`src/rtl/ldfwd_pkg.sv`:
```
package ldfwd_pkg;

   typedef enum logic [1:0] {
      KIND_OTHER  = 2'd0,
      KIND_LOAD   = 2'd1,
      KIND_BRANCH = 2'd2,
      KIND_STORE  = 2'd3
   } op_kind_e;

   localparam logic MODE_SAFE  = 1'b0;
   localparam logic MODE_EARLY = 1'b1;

   typedef struct packed {
      logic     valid;
      op_kind_e kind;
      logic     br_done;
      logic     addr_ok;
      logic     data_ok;
      logic     fault;
   } slot_t;

endpackage

```
`src/rtl/ldfwd_entry.sv`:
```
module ldfwd_entry
   import ldfwd_pkg::*;
(
   input  logic     clk,
   input  logic     rst_n,
   input  logic     alloc_i,
   input  op_kind_e kind_i,
   input  logic     kill_i,
   input  logic     br_done_i,
   input  logic     addr_i,
   input  logic     data_i,
   input  logic     fault_i,
   input  logic     fwd_set_i,
   output logic     valid_o,
   output logic     ready_o,
   output logic     blk_o,
   output logic     fwd_o
);

   slot_t slot_q;
   logic  fwd_q;
   logic  is_mem;

   always_ff @(posedge clk or negedge rst_n) begin
      if (!rst_n) begin
         slot_q <= '0;
         fwd_q  <= 1'b0;
      end else if (kill_i) begin
         slot_q <= '0;
         fwd_q  <= 1'b0;
      end else if (alloc_i) begin
         slot_q       <= '0;
         slot_q.valid <= 1'b1;
         slot_q.kind  <= kind_i;
         fwd_q        <= 1'b0;
      end else if (slot_q.valid) begin
         slot_q.br_done <= slot_q.br_done | br_done_i;
         slot_q.addr_ok <= slot_q.addr_ok | addr_i;
         slot_q.data_ok <= slot_q.data_ok | (data_i && slot_q.kind == KIND_LOAD);
         slot_q.fault   <= slot_q.fault | fault_i;
         fwd_q          <= fwd_q | fwd_set_i;
      end
   end

   assign is_mem  = (slot_q.kind == KIND_LOAD) || (slot_q.kind == KIND_STORE);
   assign valid_o = slot_q.valid;
   assign ready_o = slot_q.valid && slot_q.kind == KIND_LOAD && slot_q.data_ok;
   assign blk_o   = slot_q.valid &&
                    ((slot_q.kind == KIND_BRANCH && !slot_q.br_done) ||
                     (is_mem && !slot_q.addr_ok) ||
                     slot_q.fault);
   assign fwd_o   = fwd_q;

endmodule

```
`src/rtl/ldfwd_age_scan.sv`:
```
module ldfwd_age_scan #(
   parameter int DEPTH    = 16,
   parameter bit LOG_SCAN = 1'b1,
   localparam int IW      = $clog2(DEPTH)
) (
   input  logic [DEPTH-1:0] blk_i,
   input  logic [IW-1:0]    head_i,
   output logic [DEPTH-1:0] older_o
);

   logic [DEPTH-1:0] aged;
   logic [DEPTH-1:0] incl;

   // rotate the blocker vector into age order: position 0 is the head
   for (genvar k = 0; k < DEPTH; k++) begin : g_rot
      logic [IW-1:0] src;
      assign src     = IW'(k) + head_i;
      assign aged[k] = blk_i[src];
   end

   if (LOG_SCAN) begin : g_log
      logic [DEPTH-1:0] lvl [IW+1];
      always_comb begin
         lvl[0] = aged;
         for (int l = 0; l < IW; l++) begin
            for (int k = 0; k < DEPTH; k++) begin
               if (k >= (1 << l)) lvl[l+1][k] = lvl[l][k] | lvl[l][k - (1 << l)];
               else               lvl[l+1][k] = lvl[l][k];
            end
         end
      end
      assign incl = lvl[IW];
   end else begin : g_ripple
      always_comb begin
         logic acc;
         acc = 1'b0;
         for (int k = 0; k < DEPTH; k++) begin
            acc     = acc | aged[k];
            incl[k] = acc;
         end
      end
   end

   // map back: a slot sees the OR of all strictly older blockers
   for (genvar i = 0; i < DEPTH; i++) begin : g_back
      logic [IW-1:0] r;
      assign r          = IW'(i) - head_i;
      assign older_o[i] = (r == '0) ? 1'b0 : incl[r - IW'(1)];
   end

endmodule

```
`src/rtl/ldfwd_rob_ctrl.sv`:
```
module ldfwd_rob_ctrl #(
   parameter int DEPTH = 16,
   localparam int IW   = $clog2(DEPTH),
   localparam int CW   = $clog2(DEPTH + 1)
) (
   input  logic          clk,
   input  logic          rst_n,
   input  logic          disp_req_i,
   input  logic          retire_req_i,
   input  logic          squash_i,
   input  logic [IW-1:0] squash_idx_i,
   output logic          disp_ok_o,
   output logic          retire_ok_o,
   output logic [IW-1:0] head_o,
   output logic [IW-1:0] tail_o,
   output logic [CW-1:0] count_o
);

   logic [IW-1:0] sq_dist;

   assign sq_dist     = squash_idx_i - head_o;
   assign disp_ok_o   = disp_req_i && !squash_i && (count_o != CW'(DEPTH));
   assign retire_ok_o = retire_req_i && !squash_i && (count_o != '0);

   always_ff @(posedge clk or negedge rst_n) begin
      if (!rst_n) begin
         head_o  <= '0;
         tail_o  <= '0;
         count_o <= '0;
      end else if (squash_i) begin
         tail_o  <= squash_idx_i;
         count_o <= CW'(sq_dist);
      end else begin
         head_o  <= head_o + IW'(retire_ok_o);
         tail_o  <= tail_o + IW'(disp_ok_o);
         count_o <= count_o + CW'(disp_ok_o) - CW'(retire_ok_o);
      end
   end

endmodule

```
`src/rtl/ldfwd_gate.sv`:
```
module ldfwd_gate
   import ldfwd_pkg::*;
#(
   parameter int DEPTH    = 16,
   parameter bit LOG_SCAN = 1'b1,
   localparam int IW      = $clog2(DEPTH)
) (
   input  logic             clk,
   input  logic             rst_n,
   input  logic             mode_i,
   input  logic             disp_valid_i,
   input  logic [1:0]       disp_kind_i,
   input  logic             retire_i,
   input  logic             br_done_valid_i,
   input  logic [IW-1:0]    br_done_idx_i,
   input  logic             addr_valid_i,
   input  logic [IW-1:0]    addr_idx_i,
   input  logic             data_valid_i,
   input  logic [IW-1:0]    data_idx_i,
   input  logic             fault_valid_i,
   input  logic [IW-1:0]    fault_idx_i,
   input  logic             squash_valid_i,
   input  logic [IW-1:0]    squash_idx_i,
   output logic [DEPTH-1:0] fwd_en_o
);

   localparam int CW = $clog2(DEPTH + 1);

   if (DEPTH < 2 || (DEPTH & (DEPTH - 1)) != 0) begin : g_bad_depth
      $error("ldfwd_gate: DEPTH must be a power of two of at least 2");
   end

   logic [IW-1:0]    head;
   logic [IW-1:0]    tail;
   logic [CW-1:0]    count;
   logic             disp_ok;
   logic             retire_ok;
   logic             squash_ok;
   logic [IW-1:0]    sq_rel;
   logic [DEPTH-1:0] ent_valid;
   logic [DEPTH-1:0] ent_ready;
   logic [DEPTH-1:0] ent_blk;
   logic [DEPTH-1:0] ent_kill;
   logic [DEPTH-1:0] older_blk;
   logic [DEPTH-1:0] fwd_set;

   assign squash_ok = squash_valid_i && ent_valid[squash_idx_i];
   assign sq_rel    = squash_idx_i - head;

   ldfwd_rob_ctrl #(.DEPTH(DEPTH)) u_ctrl (
      .clk          (clk),
      .rst_n        (rst_n),
      .disp_req_i   (disp_valid_i),
      .retire_req_i (retire_i),
      .squash_i     (squash_ok),
      .squash_idx_i (squash_idx_i),
      .disp_ok_o    (disp_ok),
      .retire_ok_o  (retire_ok),
      .head_o       (head),
      .tail_o       (tail),
      .count_o      (count)
   );

   ldfwd_age_scan #(.DEPTH(DEPTH), .LOG_SCAN(LOG_SCAN)) u_scan (
      .blk_i   (ent_blk),
      .head_i  (head),
      .older_o (older_blk)
   );

   for (genvar i = 0; i < DEPTH; i++) begin : g_slot
      logic [IW-1:0] rel;
      logic          at_head;
      logic          gate;
      logic          alloc;

      assign rel         = IW'(i) - head;
      assign at_head     = (rel == '0);
      assign gate        = (mode_i == MODE_EARLY) ? !older_blk[i] : at_head;
      assign alloc       = disp_ok && (tail == IW'(i));
      assign ent_kill[i] = (retire_ok && at_head) ||
                           (squash_ok && ent_valid[i] && rel >= sq_rel);
      assign fwd_set[i]  = ent_ready[i] && gate;

      ldfwd_entry u_entry (
         .clk       (clk),
         .rst_n     (rst_n),
         .alloc_i   (alloc),
         .kind_i    (op_kind_e'(disp_kind_i)),
         .kill_i    (ent_kill[i]),
         .br_done_i (br_done_valid_i && br_done_idx_i == IW'(i)),
         .addr_i    (addr_valid_i && addr_idx_i == IW'(i)),
         .data_i    (data_valid_i && data_idx_i == IW'(i)),
         .fault_i   (fault_valid_i && fault_idx_i == IW'(i)),
         .fwd_set_i (fwd_set[i]),
         .valid_o   (ent_valid[i]),
         .ready_o   (ent_ready[i]),
         .blk_o     (ent_blk[i]),
         .fwd_o     (fwd_en_o[i])
      );
   end

endmodule

```
`config.mk`:
```
export PLATFORM = sky130hd
export DESIGN_NAME = ldfwd_gate
export DESIGN_NICKNAME = d
export VERILOG_FILES = /design/src/rtl/ldfwd_pkg.sv /design/src/rtl/ldfwd_entry.sv /design/src/rtl/ldfwd_age_scan.sv /design/src/rtl/ldfwd_rob_ctrl.sv /design/src/rtl/ldfwd_gate.sv
export SDC_FILE = /design/constraint.sdc
export NUM_CORES = 1
export LEC_CHECK = 0
export ABC_AREA = 1
export CAP_MARGIN = 0
export CORE_ASPECT_RATIO = 1.2
export CORE_MARGIN = 2
export CORE_UTILIZATION = 35
export CTS_CLUSTER_SIZE = 25
export DETAILED_ROUTE_END_ITERATION = 7
export DONT_BUFFER_PORTS = 1
export PLACE_DENSITY_LB_ADDON = 0.25
export SLEW_MARGIN = 20
export SYNTH_ARGS = -nofsm -noshare
export SYNTH_HDL_FRONTEND = slang
export SYNTH_SLANG_ARGS = --single-unit
```
`constraint.sdc`:
```
create_clock -name clk -period 4.6 [get_ports clk]
set_input_delay 0.23 -clock clk [delete_from_list [all_inputs] [get_ports clk]]
set_output_delay 0.23 -clock clk [all_outputs]
set_load 0.03 [all_outputs]
```
**Yosys cells after proc, flatten, opt, wreduce, memory -nomap -nowiden**

Cells that the tools add are included.

- Flip-flop bits (word level): 141

- Add/subtract/negate cells: 52
- Order comparisons: 49
- Equal/unequal tests: 124
- Muxes and demuxes: 212
- Bitwise operators: 129
- Reductions and logical operators: 412

Operators by type and width:

| kind | number |
|---|---|
| 1-bit logical AND | 245 |
| 4-bit by 5-bit less-than comparator with 1-bit output, second input constant | 33 |
| 4-bit equality test, second input constant | 40 |
| 1-bit binary-select mux with 4-bit select | 33 |
| 4-bit 2-to-1 mux | 33 |
| 1-bit OR | 129 |
| 1-bit 2-to-1 mux | 113 |
| 7-bit 2-to-1 mux | 16 |
| 4-bit logical NOT | 21 |
| 4-bit by 3-bit equality test with 1-bit output, second input constant | 20 |
| 2-bit equality test, second input constant | 32 |
| 4-bit >= comparator | 16 |
| 1-bit logical OR | 64 |
| 4-bit by 1-bit subtractor with 4-bit output, second input constant | 16 |
| 1-bit logical NOT | 49 |
| 3-bit 2-to-1 mux | 16 |
| 3-bit nonzero test | 16 |
| 4-bit by 2-bit equality test with 1-bit output, second input constant | 10 |
| 4-bit adder, first input constant | 8 |
| 2-bit by 1-bit equality test with 1-bit output, second input constant | 16 |
| 2-bit nonzero test | 16 |
| 4-bit subtractor, first input constant | 8 |
| 4-bit by 1-bit equality test with 1-bit output, second input constant | 5 |
| 3-bit by 4-bit adder with 4-bit output, first input constant | 4 |
| 12 further kinds | 19 |

**Logic depth before layout (Yosys ltp)**

- Depth in word-level cells: 22
- Mapped depth: 25
- Depth with buffers taken out: 21

**Hierarchy**

From an unflattened synthesis, not the netlist that was laid out.

- Cell total of the unflattened synthesis: 1995
- Area, all modules: 12499.5 um^2

Modules (own cells, without submodules):

| module | times used | cells an instance | area each (um^2) | seq. area each (um^2) |
|---|---|---|---|---|
| ldfwd_entry | 16 | 52 | 391.6 | 200.2 |
| ldfwd_gate | 1 | 533 | 2701.3 | 0.0 |
| ldfwd_age_scan | 1 | 519 | 2592.5 | 0.0 |
| ldfwd_rob_ctrl | 1 | 111 | 939.7 | 325.3 |

**Worst setup path after synthesis**

OpenSTA, ideal clock, no wires.

- Path type: flip-flop to flip-flop
- Start: register u_ctrl.head_o[1]
- End: register g_slot[14].u_entry.fwd_q
- Data arrival time: 3800 ps
- Path slack: 735 ps
- Cell stages (with the launch flop): 17
- Clock period less this slack: 3865 ps
- Path through: dfrtp_1 buf_2 clkinv_1 ha_1 nand3_1 nand2_1 xnor2_1 ha_1 inv_1 nor2_1 o211ai_1 nand2_1 nor2_1 nand2_1 nor4_1 nand2_1 nand2_1

- Word-level cells in the longest chain between the ends: 17
- Elaborated cells between the ends (all ways): 115
- Those cells by class: add/sub: 18; order compare: 1; mux: 39; bitwise: 50; reduce/logical: 7

Ends and longest elaborated chain:

| item | line | text |
|---|---|---|
| start: declaration | ldfwd_rob_ctrl.sv:14 | `output logic [IW-1:0] head_o,` |
| start signal: assignment | ldfwd_rob_ctrl.sv:34 | `head_o <= head_o + IW'(retire_ok_o);` |
| 4-bit adder (tied with other cells) | ldfwd_age_scan.sv:17 | `assign src = IW'(k) + head_i;` |
| 1-bit binary-select mux with 4-bit select | ldfwd_age_scan.sv:18 | `assign aged[k] = blk_i[src];` |
| 1-bit 2-to-1 mux (implied by the code) | ldfwd_age_scan.sv:18 |  |
| 1-bit OR (4 in a row) | ldfwd_age_scan.sv:27 | `if (k >= (1 << l)) lvl[l+1][k] = lvl[l][k] \| lvl[l][k - (1 << l)];` |
| 1-bit binary-select mux with 4-bit select | ldfwd_age_scan.sv:48 | `assign older_o[i] = (r == '0) ? 1'b0 : incl[r - IW'(1)];` |
| 1-bit 2-to-1 mux (implied by the code) | ldfwd_age_scan.sv:48 |  |
| 1-bit 2-to-1 mux | ldfwd_age_scan.sv:48 |  |
| 1-bit logical NOT | ldfwd_gate.sv:78 | `assign gate = (mode_i == MODE_EARLY) ? !older_blk[i] : at_head;` |
| 1-bit 2-to-1 mux | ldfwd_gate.sv:78 |  |
| 1-bit logical AND | ldfwd_gate.sv:82 | `assign fwd_set[i] = ent_ready[i] && gate;` |
| 1-bit OR | ldfwd_entry.sv:41 | `fwd_q <= fwd_q \| fwd_set_i;` |
| 1-bit 2-to-1 mux | ldfwd_entry.sv:36 | `end else if (slot_q.valid) begin` |
| 1-bit 2-to-1 mux | ldfwd_entry.sv:31 | `end else if (alloc_i) begin` |
| 1-bit 2-to-1 mux | ldfwd_entry.sv:28 | `end else if (kill_i) begin` |
| end signal: assignment | ldfwd_entry.sv:41 |  |
| end: declaration | ldfwd_entry.sv:21 | `logic fwd_q;` |

Parallel ways exist; a longest one is shown, timed or not. The select of a mux whose other input is x is not followed.
A chain may end at the register's enable or synchronous reset.

**Worst setup path in the final report**

- Start: register u_ctrl.head_o[0]
- End: register g_slot[11].u_entry.fwd_q

- Word-level cells in the longest chain between the ends: 17
- Elaborated cells between the ends (all ways): 115
- Those cells by class: add/sub: 18; order compare: 1; mux: 39; bitwise: 50; reduce/logical: 7

Ends and longest elaborated chain:

| item | line |
|---|---|
| 4-bit adder (tied with other cells) | ldfwd_age_scan.sv:17 |
| 1-bit binary-select mux with 4-bit select | ldfwd_age_scan.sv:18 |
| 1-bit 2-to-1 mux (implied by the code) | ldfwd_age_scan.sv:18 |
| 1-bit OR (4 in a row) | ldfwd_age_scan.sv:27 |
| 1-bit binary-select mux with 4-bit select | ldfwd_age_scan.sv:48 |
| 1-bit 2-to-1 mux (implied by the code) | ldfwd_age_scan.sv:48 |
| 1-bit 2-to-1 mux | ldfwd_age_scan.sv:48 |
| 1-bit logical NOT | ldfwd_gate.sv:78 |
| 1-bit 2-to-1 mux | ldfwd_gate.sv:78 |
| 1-bit logical AND | ldfwd_gate.sv:82 |
| 1-bit OR | ldfwd_entry.sv:41 |
| 1-bit 2-to-1 mux | ldfwd_entry.sv:36 |
| 1-bit 2-to-1 mux | ldfwd_entry.sv:31 |
| 1-bit 2-to-1 mux | ldfwd_entry.sv:28 |
| end signal: assignment | ldfwd_entry.sv:41 |
| end: declaration | ldfwd_entry.sv:21 |

Parallel ways exist; a longest one is shown, timed or not. The select of a mux whose other input is x is not followed.

==> impl_metrics.json <==
{
  "outcome": "completed",
  "io_pins": 48,
  "synth.distinct_cells": 40,
  "grt_overflow": 0,
  "holdPathStages": 2,
  "clock-skew-final_ps": 12.5,
  "clock_path_buffers": 2,
  "wl_per_cell_um": 19.8,
  "hold_ws_ps": 20.4,
  "ant_nets": 0,
  "place.port_buffers": 0,
  "clk_latency_ps": 440,
  "slowest_stage": "buf_4",
  "max_freq_mhz": 249,
  "drive_above_1_share_pct": 6.05,
  "start_util_pct": 35.6,
  "synth_top_cell_by_area": "dfrtp_1",
  "cts_buffers": 17,
  "crit_type": "reg2reg",
  "synth_top_area_share_pct": 33.5,
  "tritoncts": "yes",
  "cp-start-kind": "flip-flop",
  "die_area_mm2": 0.0315,
  "crit_chain": "buf_4 > ha_1 > nand2_1 > nand2_1 > inv_2 > nand3_1 > nand3_1 > nand2_1 > nand2_1 > inv_1 > nand2_1 > nor2_8 > nand3_2 > nand3_1 > nand3_1 > nand3_1 > nand2_1 > nand2_1 > nand2_1 > nand2_1",
  "grt_pass1_vias": 9970,
  "final_common_cell": "nand2_1",
  "die_h_um": 194,
  "hold_viol_final": 0,
  "layout_min_cycle_time_ps": 4010,
  "hp-class": "in2reg",
  "clk_pin_slew_ps": 60,
  "coreArea_mm2": 0.0296,
  "reg2reg_depth": 20,
  "n_antenna_cell": 0,
  "crit_fanout": 42,
  "yosys_warnings": 0,
  "drv_cap": 0,
  "dr_total_vias": 10400,
  "worstMarginPinSlew_ps": 993,
  "synth_area_leaders": "dfrtp_1 33%, nand2_1 14%, nand3_1 13%",
  "required_ps": 4980,
  "grt_pass1_wl_um": 59300,
  "stdcell_count": 1944,
  "post-route-period-util_pct": 87.3,
  "most-common-layout-cells": "397 x nand2_1, 282 x nand3_1, 196 x inv_1",
  "routabilityCongestion": 0.952,
  "syn_inst": 1544,
  "wirelength_um": 38500,
  "synth_area_per_cell_um2": 6.82,
  "setup_viol": 0,
  "drtIter0Drc": 908,
  "firstDrtPassIters": 6,
  "n_fill_cell": 3099,
  "tns_ps": 0,
  "placed_cells": 1905,
  "htree_levels": 4,
  "synthesis.nets": 1638,
  "clock-sinks": 141,
  "rows": 69,
  "rsz0062_at_grt": "false",
  "finalMaxSlewViolations": 0,
  "grt_max_degree": 142,
  "timing.critical_path.arrival_ps": 4400,
  "grt_use_total_pct": 25.0,
  "ys_seq_area_share_pct": 33.5,
  "cp-end-kind": "flip-flop",
  "max_slew_margin_pct": 33.3,
  "drc": 0,
  "antenna_found_initial": 0,
  "fin_util_pct": 39.3,
  "slowest_delay_ps": 470,
  "cts_root_buffer": "clkbuf_16",
  "fin_nets": 1635,
  "vias_per_cell": 5.36,
  "die_w_um": 162,
  "netlist_area_mm2": 0.0105,
  "area_growth_pct": 10.4,
  "timing.critical_path.mode_cell": "nand2_1",
  "ys_seq_elements": 141,
  "dp_hpwl_um": 30900
}
flip-flops by register name, summed over array words and instances (netlist names):
signal                  cells
g_slot.u_entry.fwd_o       16
u_ctrl.tail_o               4
u_ctrl.count_o              5
g_slot.u_entry.valid_o     16
u_ctrl.head_o               4
g_slot.u_entry.slot_q      96
timing repair:
item / 4_1_cts / 5_1_grt
hold buffers: 7 / 0
hold endpoints to repair: 150 / 0
buffers inserted: 0 / 0
gates resized for setup: 0 / 0
setup endpoints to repair: 0 / 0
cell families (layout without fill, tap and decap cells):
logic type / Yosys count / after routing / synth area share [%]
AO/OA/AOI/OAI: 183 / 183 / 10.0
XOR/XNOR: 24 / 24 / 2.14
adder cells (fa/ha/maj): 62 / 62 / 7.58
buffers and inverters: 264 / 274 / 10.5
flip-flops: 141 / 141 / 33.5
AND/OR/NAND/NOR: 870 / 870 / 36.3
per-layer routing:
metal  track usage [%]  vias up  share of wire, %
met5                 0        -                 0
met4              11.9        0               4.9
met3              4.02       87               5.0
met2              41.9      350                48
met1              31.2     4912                42
li1                  -     5068                 -
cell type report:
class                      instances  area (um^2)  area share, %
sequential                       141         3530           30.3
tap                              390          488           4.19
clock buffer                      19          453           3.89
multi-input combinational       1139         5910           50.8
timing repair buffer              27          238           2.04
inverter                         215          813           6.99
clock inverter                    13          210           1.81
final timing paths:
| kind | start | to | slack, ps |
|---|---|---|---|
| min in group asynchronous | rst_n | u_ctrl.tail_o[2] | 420 |
| worst min-delay path | fault_idx_i[1] | g_slot[3].u_entry.slot_q[0] | 20 |
| max in group asynchronous | rst_n | g_slot[8].u_entry.slot_q[1] | 3560 |
| worst max-delay path | u_ctrl.head_o[0] | g_slot[11].u_entry.fwd_o | 590 |
| worst min register to register | g_slot[11].u_entry.slot_q[0] | g_slot[11].u_entry.slot_q[0] | 490 |
| worst max register to register | u_ctrl.head_o[0] | g_slot[11].u_entry.fwd_o | 590 |
cells in the mapped netlist:
cell        n
buf_4      17
xnor2_1     9
xor2_2      2
o21a_1      3
nor3_1     36
nor2_1    120
or2_2       1
buf_1       4
xor2_1     13
nand2_1   397
nand2_4     2
o22ai_1    48
clkinv_1    3
nand2_2     1
nand3_2    11
inv_1     196
nand4_1     7
o21ai_0    55
buf_6       3
fa_1        3
nor2_2      5
o211ai_1   19
a21o_1      2
a31oi_1     8
inv_2      14
nor4_1      2
buf_2      15
clkinv_2    1
a21oi_1    44
clkinv_4    1
clkbuf_1   10
dfrtp_1   141
ha_1       59
nand3_1   282
and2_1      1
nor2_8      1
o21bai_1    3
or2_1       2
a41oi_1     1
nor2_4      2
worst max-delay path, delay by kind of cell (launching register included):
kind | cells | cell delay [ps]
buffers and inverters | 3 | 810
adder cells (fa/ha/maj) | 1 | 440
AND/OR/NAND/NOR | 16 | 2320
flip-flops | 1 | 380
metrics by stage:
stage	setup slack (ps)	area, um^2
floorplan	735	10500
global placement	741	10900
global route	285	11600
CTS	685	11600
finish	586	11600
detailed placement	692	10900
Power is left out: the tool's default activity adds up to more than one toggle a clock period on the data nets, which glitch-free logic cannot reach.
